==> config.mk <==
export PLATFORM = sky130hd
export DESIGN_NAME = spi9_cmd_tx
export DESIGN_NICKNAME = d
export VERILOG_FILES = /design/src/rtl/spi9_pkg.sv /design/src/rtl/spi9_ctrl.sv /design/src/rtl/spi9_shift.sv /design/src/rtl/spi9_cmd_tx.sv
export SDC_FILE = /design/constraint.sdc
export NUM_CORES = 1
export LEC_CHECK = 0
export CORE_UTILIZATION = 38
export CTS_BUF_LIST = sky130_fd_sc_hd__clkbuf_8
export DETAILED_ROUTE_END_ITERATION = 12
export GPL_TIMING_DRIVEN = 0
export PLACE_DENSITY = 0.72
export RECOVER_POWER = 50
export SLEW_MARGIN = 20
export SYNTH_ARGS = -nofsm -noshare
export SYNTH_HDL_FRONTEND = slang
export SYNTH_HIERARCHICAL = 1
export SYNTH_SLANG_ARGS = --single-unit
==> constraint.sdc <==
create_clock -name clk -period 2.8 [get_ports clk]
set_input_delay 0.28 -clock clk [delete_from_list [all_inputs] [get_ports clk]]
set_output_delay 0.28 -clock clk [all_outputs]
set_load 0.01 [all_outputs]
==> src/rtl/spi9_pkg.sv <==
package spi9_pkg;

  localparam int WORD_W      = 9;
  localparam int BYTE_W      = 8;
  localparam int PIX_W       = 16;
  localparam int BLOCK_WORDS = 8;

  typedef enum logic [2:0] {
    SEL_NOP  = 3'd0,
    SEL_CMD  = 3'd1,
    SEL_BYTE = 3'd2,
    SEL_HI   = 3'd3,
    SEL_LO   = 3'd4
  } wordSel_t;

  typedef enum logic [1:0] {
    ST_IDLE  = 2'd0,
    ST_LOAD  = 2'd1,
    ST_SHIFT = 2'd2,
    ST_GAP   = 2'd3
  } ctrlState_t;

  typedef struct packed {
    logic     load;
    wordSel_t sel;
    logic     csOn;
    logic     csOff;
  } strobe_t;

endpackage

==> src/rtl/spi9_ctrl.sv <==
module spi9_ctrl
  import spi9_pkg::*;
#(
  parameter int CNT_W = 8
) (
  input  logic              clk,
  input  logic              rstN,
  input  logic              start,
  input  logic [BYTE_W-1:0] cmdByte,
  input  logic [CNT_W-1:0]  paramCount,
  input  logic              pixelMode,
  input  logic              packedMode,
  input  logic              readCmd,
  input  logic              wordDone,
  output strobe_t           stb,
  output logic [BYTE_W-1:0] cmdLatched,
  output logic              dataTake,
  output logic              errFlag,
  output logic              busy
);

  localparam int SLOT_W = $clog2(BLOCK_WORDS);
  localparam logic [SLOT_W-1:0] LAST_SLOT = SLOT_W'(BLOCK_WORDS - 1);

  ctrlState_t        state;
  logic              inData;
  logic [SLOT_W-1:0] slot;
  logic              hiPhase;
  logic [CNT_W-1:0]  remain;
  logic              pixR;
  logic              packR;
  logic              lastR;
  logic [BYTE_W-1:0] cmdR;
  logic              takeQ;
  logic              errQ;

  logic              wasData;
  logic              consume;
  logic [CNT_W-1:0]  remainNext;

  always_comb begin
    wasData    = inData && (remain != '0);
    consume    = wasData && (!pixR || !hiPhase);
    remainNext = remain - CNT_W'(consume);
  end

  always_comb begin
    stb       = '0;
    stb.sel   = SEL_NOP;
    if (state == ST_LOAD) begin
      stb.load = 1'b1;
      stb.csOn = 1'b1;
      if (!inData) begin
        stb.sel = (packR && slot != LAST_SLOT) ? SEL_NOP : SEL_CMD;
      end else if (remain == '0) begin
        stb.sel = SEL_NOP;
      end else if (pixR) begin
        stb.sel = hiPhase ? SEL_HI : SEL_LO;
      end else begin
        stb.sel = SEL_BYTE;
      end
    end
    if (state == ST_SHIFT && wordDone) begin
      if (!inData) begin
        stb.csOff = !(packR && slot != LAST_SLOT) && (packR || remain == '0);
      end else if (packR) begin
        stb.csOff = (slot == LAST_SLOT);
      end else begin
        stb.csOff = (remainNext == '0);
      end
    end
  end

  always_ff @(posedge clk or negedge rstN) begin
    if (!rstN) begin
      state   <= ST_IDLE;
      inData  <= 1'b0;
      slot    <= '0;
      hiPhase <= 1'b1;
      remain  <= '0;
      pixR    <= 1'b0;
      packR   <= 1'b0;
      lastR   <= 1'b0;
      cmdR    <= '0;
      takeQ   <= 1'b0;
      errQ    <= 1'b0;
    end else begin
      takeQ <= 1'b0;
      errQ  <= 1'b0;
      case (state)
        ST_IDLE: begin
          if (start) begin
            if (readCmd) begin
              errQ <= 1'b1;
            end else begin
              cmdR    <= cmdByte;
              remain  <= paramCount;
              pixR    <= pixelMode;
              packR   <= packedMode;
              inData  <= 1'b0;
              slot    <= '0;
              hiPhase <= 1'b1;
              lastR   <= 1'b0;
              state   <= ST_LOAD;
            end
          end
        end
        ST_LOAD: begin
          takeQ <= inData && (remain != '0) && (!pixR || !hiPhase);
          state <= ST_SHIFT;
        end
        ST_SHIFT: begin
          if (wordDone) begin
            if (!inData) begin
              if (packR && slot != LAST_SLOT) begin
                slot  <= slot + 1'b1;
                state <= ST_LOAD;
              end else begin
                slot <= '0;
                if (remain == '0) begin
                  lastR <= 1'b1;
                  state <= ST_GAP;
                end else begin
                  inData <= 1'b1;
                  lastR  <= 1'b0;
                  state  <= packR ? ST_GAP : ST_LOAD;
                end
              end
            end else begin
              remain <= remainNext;
              if (wasData && pixR) begin
                hiPhase <= !hiPhase;
              end
              if (packR) begin
                if (slot == LAST_SLOT) begin
                  slot  <= '0;
                  lastR <= (remainNext == '0);
                  state <= ST_GAP;
                end else begin
                  slot  <= slot + 1'b1;
                  state <= ST_LOAD;
                end
              end else if (remainNext == '0) begin
                lastR <= 1'b1;
                state <= ST_GAP;
              end else begin
                state <= ST_LOAD;
              end
            end
          end
        end
        default: begin
          state <= lastR ? ST_IDLE : ST_LOAD;
        end
      endcase
    end
  end

  assign cmdLatched = cmdR;
  assign dataTake   = takeQ;
  assign errFlag    = errQ;
  assign busy       = (state != ST_IDLE);

endmodule

==> src/rtl/spi9_shift.sv <==
module spi9_shift
  import spi9_pkg::*;
#(
  parameter int HALF_CYCLES = 2
) (
  input  logic              clk,
  input  logic              rstN,
  input  strobe_t           stb,
  input  logic [BYTE_W-1:0] cmdByte,
  input  logic [PIX_W-1:0]  dataIn,
  output logic              sclk,
  output logic              mosi,
  output logic              csN,
  output logic              wordDone
);

  localparam int HC_W  = (HALF_CYCLES > 1) ? $clog2(HALF_CYCLES) : 1;
  localparam int BIT_W = $clog2(WORD_W);
  localparam logic [HC_W-1:0]  HC_LAST  = HC_W'(HALF_CYCLES - 1);
  localparam logic [BIT_W-1:0] BIT_LAST = BIT_W'(WORD_W - 1);

  logic [WORD_W-1:0] shiftReg;
  logic [WORD_W-1:0] nextWord;
  logic [BIT_W-1:0]  bitCnt;
  logic [HC_W-1:0]   halfCnt;
  logic              active;
  logic              sclkR;
  logic              csR;
  logic              doneR;

  always_comb begin
    case (stb.sel)
      SEL_CMD:  nextWord = {1'b0, cmdByte};
      SEL_BYTE: nextWord = {1'b1, dataIn[BYTE_W-1:0]};
      SEL_HI:   nextWord = {1'b1, dataIn[PIX_W-1:BYTE_W]};
      SEL_LO:   nextWord = {1'b1, dataIn[BYTE_W-1:0]};
      default:  nextWord = '0;
    endcase
  end

  always_ff @(posedge clk or negedge rstN) begin
    if (!rstN) begin
      shiftReg <= '0;
      bitCnt   <= '0;
      halfCnt  <= '0;
      active   <= 1'b0;
      sclkR    <= 1'b0;
      doneR    <= 1'b0;
    end else begin
      doneR <= 1'b0;
      if (stb.load) begin
        shiftReg <= nextWord;
        bitCnt   <= '0;
        halfCnt  <= '0;
        sclkR    <= 1'b0;
        active   <= 1'b1;
      end else if (active) begin
        if (halfCnt == HC_LAST) begin
          halfCnt <= '0;
          if (!sclkR) begin
            sclkR <= 1'b1;
          end else begin
            sclkR <= 1'b0;
            if (bitCnt == BIT_LAST) begin
              active <= 1'b0;
              doneR  <= 1'b1;
            end else begin
              bitCnt   <= bitCnt + 1'b1;
              shiftReg <= {shiftReg[WORD_W-2:0], 1'b0};
            end
          end
        end else begin
          halfCnt <= halfCnt + 1'b1;
        end
      end
    end
  end

  always_ff @(posedge clk or negedge rstN) begin
    if (!rstN) begin
      csR <= 1'b1;
    end else if (stb.csOn) begin
      csR <= 1'b0;
    end else if (stb.csOff) begin
      csR <= 1'b1;
    end
  end

  assign sclk     = sclkR;
  assign mosi     = shiftReg[WORD_W-1];
  assign csN      = csR;
  assign wordDone = doneR;

endmodule

==> src/rtl/spi9_cmd_tx.sv <==
module spi9_cmd_tx
  import spi9_pkg::*;
#(
  parameter int CNT_W       = 8,
  parameter int HALF_CYCLES = 2
) (
  input  logic             clk,
  input  logic             rstN,
  input  logic             start,
  input  logic [7:0]       cmdByte,
  input  logic [CNT_W-1:0] paramCount,
  input  logic             pixelMode,
  input  logic             packedMode,
  input  logic             readCmd,
  input  logic [15:0]      dataIn,
  output logic             dataTake,
  output logic             busy,
  output logic             errFlag,
  output logic             sclk,
  output logic             mosi,
  output logic             csN
);

  strobe_t           stb;
  logic              wordDone;
  logic [BYTE_W-1:0] cmdLatched;

  spi9_ctrl #(.CNT_W(CNT_W)) u_ctrl (
    .clk        (clk),
    .rstN       (rstN),
    .start      (start),
    .cmdByte    (cmdByte),
    .paramCount (paramCount),
    .pixelMode  (pixelMode),
    .packedMode (packedMode),
    .readCmd    (readCmd),
    .wordDone   (wordDone),
    .stb        (stb),
    .cmdLatched (cmdLatched),
    .dataTake   (dataTake),
    .errFlag    (errFlag),
    .busy       (busy)
  );

  spi9_shift #(.HALF_CYCLES(HALF_CYCLES)) u_shift (
    .clk      (clk),
    .rstN     (rstN),
    .stb      (stb),
    .cmdByte  (cmdLatched),
    .dataIn   (dataIn),
    .sclk     (sclk),
    .mosi     (mosi),
    .csN      (csN),
    .wordDone (wordDone)
  );

endmodule

==> flow_summary.ini <==
[final_layout]
layout-drive-gt1-share_pct = 17.8
fillers = 662
area_growth_pct = 28.0
design_area_um2 = 3440
insertedDiodeCount = 0
fin_nets = 385
final_util_pct = 50.3

[run_status]
status = complete, no violations

[worst_setup_path]
cp_cell_sequence = or4_4, o21a_1, a21boi_0, ha_2, nand3b_1, o32ai_2, o21ai_2, a21oi_2, nor2_1, nor2_1
crit_family = compound AO/OA/AOI/OAI gates
worst-path-buf-inv = 0
crit_path_frequent_cell = nor2_1
max_stage_delay_ns = 0.56
cp.arrival_ns = 2.92
required_ns = 3.04
critPathCaptureType = register
critPathMaxFanout = 7
cp-start-kind = register
critPathKind = register to register
cp_slowest_cell = or4_4

[clock_tree]
cts_root_buffer = clkbuf_8
cts_inserted_buffers = 5
cts_sinks = 46
htreeDepth = 2
clk_pin_slew_ns = 0.08
ctsLongestPathBuffers = 2
cts_tree = yes
worstSkewPairLatency_ns = 0.29

[worst_hold_path]
hold_path_class = register to register

[floorplanning]
rows = 30
dieArea_um2 = 7410
fp.dieH_um = 86.1
core_um2 = 6830
io_pins = 44
initial_core_util_pct = 39.3
die_w_um = 86.1

[grt]
grt_pass1_vias = 2181
grt_start_max_net_pins = 32
grt_pass1_wl_mm = 10.0
gr-usage-all-layers_pct = 16.9
overflow = 0
antenna_found_initial = 0

[drt]
first_pass_iters = 4
via_count = 2277
drc = 0
drt_iter0_drc = 97
wire_per_inst_um = 13.3
finalWirelength_mm = 5.84
drt.antenna.violating_nets = 0
via_per_inst = 5.20

[timing]
setup_ws_ns = 0.113
fin_crit_sh_pct = 96.0
report.final.slew_viol_count = 0
relSlewSlack_pct = 41.5
hold_viol = 0
fmax_mhz = 372
skew_ns = 0.00340
setup_viol = 0
finalCriticalPeriod_ns = 2.69
tightestPinTransition_ns = 0.877

[place]
dpl-instance-area_um2 = 3250
dp_slack_ns = 0.0261
hpwlAfterDp_mm = 4.33
gp_congestion = 0.815
io_buffers = 43

[yosys]
synth_edf_count = 0
synth-seq-cells = 46
ys_seq_area_share_pct = 42.9
async_reset_ff_share_pct = 100
synthFlopType = dfrtp_1
yosysWarnings = 6
syn_inst = 281
synth.net_count = 325
synth_area_um2 = 2690
ys_types = 57
syn_avg_cell_area_um2 = 9.56

[power_and_ir_drop]
leakage_nw = 1.38
power_mw = 3.02
power_density_nw_per_um2 = 877
irDropWorstVdd_uv = 317

[job]
cap_violations = 0
cells in the mapped netlist, types with 2 or more instances:
cell,instances,area share (%)
or4_1,2,0.56
buf_4,3,0.84
nor3b_1,2,0.56
nor2_1,31,4.3
inv_1,14,2.0
dfrtp_1,44,41
xor2_1,2,0.65
nand2_1,19,2.7
nand3_1,3,0.56
o21a_1,2,0.56
nor3_1,3,0.56
o21ai_0,16,3.0
nand3b_1,2,0.56
a21oi_1,22,4.1
nor2b_1,3,0.70
buf_2,4,0.74
mux2_2,11,4.6
clkbuf_1,4,0.56
a31oi_1,9,2.1
dfstp_2,2,2.0
o21ba_2,2,0.74
o2bb2ai_1,11,3.6
o21ai_1,7,1.3
mux2i_1,10,3.7
ha_1,6,2.8
nand2b_1,10,2.3
nor4_1,2,0.47
o22ai_1,4,0.93
buf_6,3,1.3
cell families (layout without fill, tap and decap cells):
kind of cell               count (synthesis)  in the layout  share of synthesized area, %
AOI/OAI and AO/OA                         87             87                          21.7
DFF                                       46             46                          42.9
muxes                                     21             21                          8.33
buffers and inverters                     28             89                          5.35
adders and majority gates                  6              6                          2.79
xor gates and xnor gates                   3              3                         0.978
and+or+nand+nor                           90             90                          17.9
layout make-up:
type                       instances  area [µm²]  area share (%)
timing repair buffer              53         499            14.5
clock buffer                       5        68.8            2.00
buffer                            14        91.3            2.66
sequential                        46        1150            33.6
tap                               96         120            3.49
inverter                          14        52.6            1.53
clock inverter                     3        17.5           0.509
multi-input combinational        207        1440            41.7
state kept, by name, summed over array words and instances, names as in the netlist, 2 cells and up:
signal / flops
u_ctrl/cmdLatched: 8
u_ctrl/remain: 8
u_ctrl/state: 2
u_ctrl/slot: 3
u_shift/shiftReg: 9
u_shift/bitCnt: 4
cell usage in the layout (no fill, tap or decap), types with 3 or more instances in the layout:
cell	count
a21oi_1	21
a31oi_1	9
buf_2	4
buf_4	11
buf_6	3
clkbuf_1	5
clkbuf_8	5
clkdlybuf4s50_1	41
dfrtp_1	43
ha_1	5
inv_1	15
mux2_2	11
mux2i_1	10
nand2_1	19
nand2b_1	10
nand3_1	3
nor2_1	31
nor2b_1	3
o21ai_0	15
o21ai_1	7
o22ai_1	4
o2bb2ai_1	11
per-layer routing:
layer	part of all wire, %	up-vias	GRT usage [%]	routed length [µm]
met5	0	-	0	0
met1	46	1077	22.9	2720
met3	4.6	5	3.08	266
met4	1.1	0	4.55	67
li1	-	1126	-	-
met2	48	69	28.0	2790
repair_timing:
action	CTS	global route
pin swaps	0	3
buffers inserted	0	8
setup endpoints to repair	1	6
endpoints found under the hold margin	14	0
hold buffers	1	0
resized for setup	3	8
stage by stage:
stage | hold WS (ns) | instances | setup TNS, ns
2_1_floorplan | -0.0156 | 281 | 0
3_3_place_gp | 0.468 | 420 | 0
3_5_place_dp | 0.233 | 421 | 0
4_1_cts | 0.445 | 430 | 0
5_1_grt | 0.520 | 438 | -0.00872
6_report | 0.490 | 438 | 0
worst reg2reg max path: stages, from the launching register on:
cell and delay [ns]:
dfrtp_1 0.47, or4_4 0.56, o21a_1 0.23, a21boi_0 0.17, ha_2 0.36, nand3b_1 0.15
o32ai_2 0.29, o21ai_2 0.11, a21oi_2 0.15, nor2_1 0.06, nor2_1 0.08
worst paths after layout:
path / from / end / slack [ns] / cells after the start
hold / removal: u_ctrl/slot[0]$_DFFE_PN0P_ / u_ctrl/slot[0]$_DFFE_PN0P_ / 0.49 / 1
setup / recovery: u_ctrl/remain[2]$_DFFE_PN0P_ / u_shift/csN$_DFFE_PN1P_ / 0.11 / 10
hold reg to reg: u_ctrl/slot[0]$_DFFE_PN0P_ / u_ctrl/slot[0]$_DFFE_PN0P_ / 0.49 / 1
setup reg to reg: u_ctrl/remain[2]$_DFFE_PN0P_ / u_shift/csN$_DFFE_PN1P_ / 0.11 / 10
max in group asynchronous: rstN / u_ctrl/remain[1]$_DFFE_PN0P_ / 0.88 / 3
min in group asynchronous: rstN / u_ctrl/errFlag$_DFF_PN0_ / 0.61 / 2
power breakdown:
part,switching (mW),internal (mW)
Sequential,0.229,0.942
Combinational,0.755,0.696
Clock,0.222,0.173
Total,1.21,1.81
Note: power is estimated with default switching activity, not from simulation.
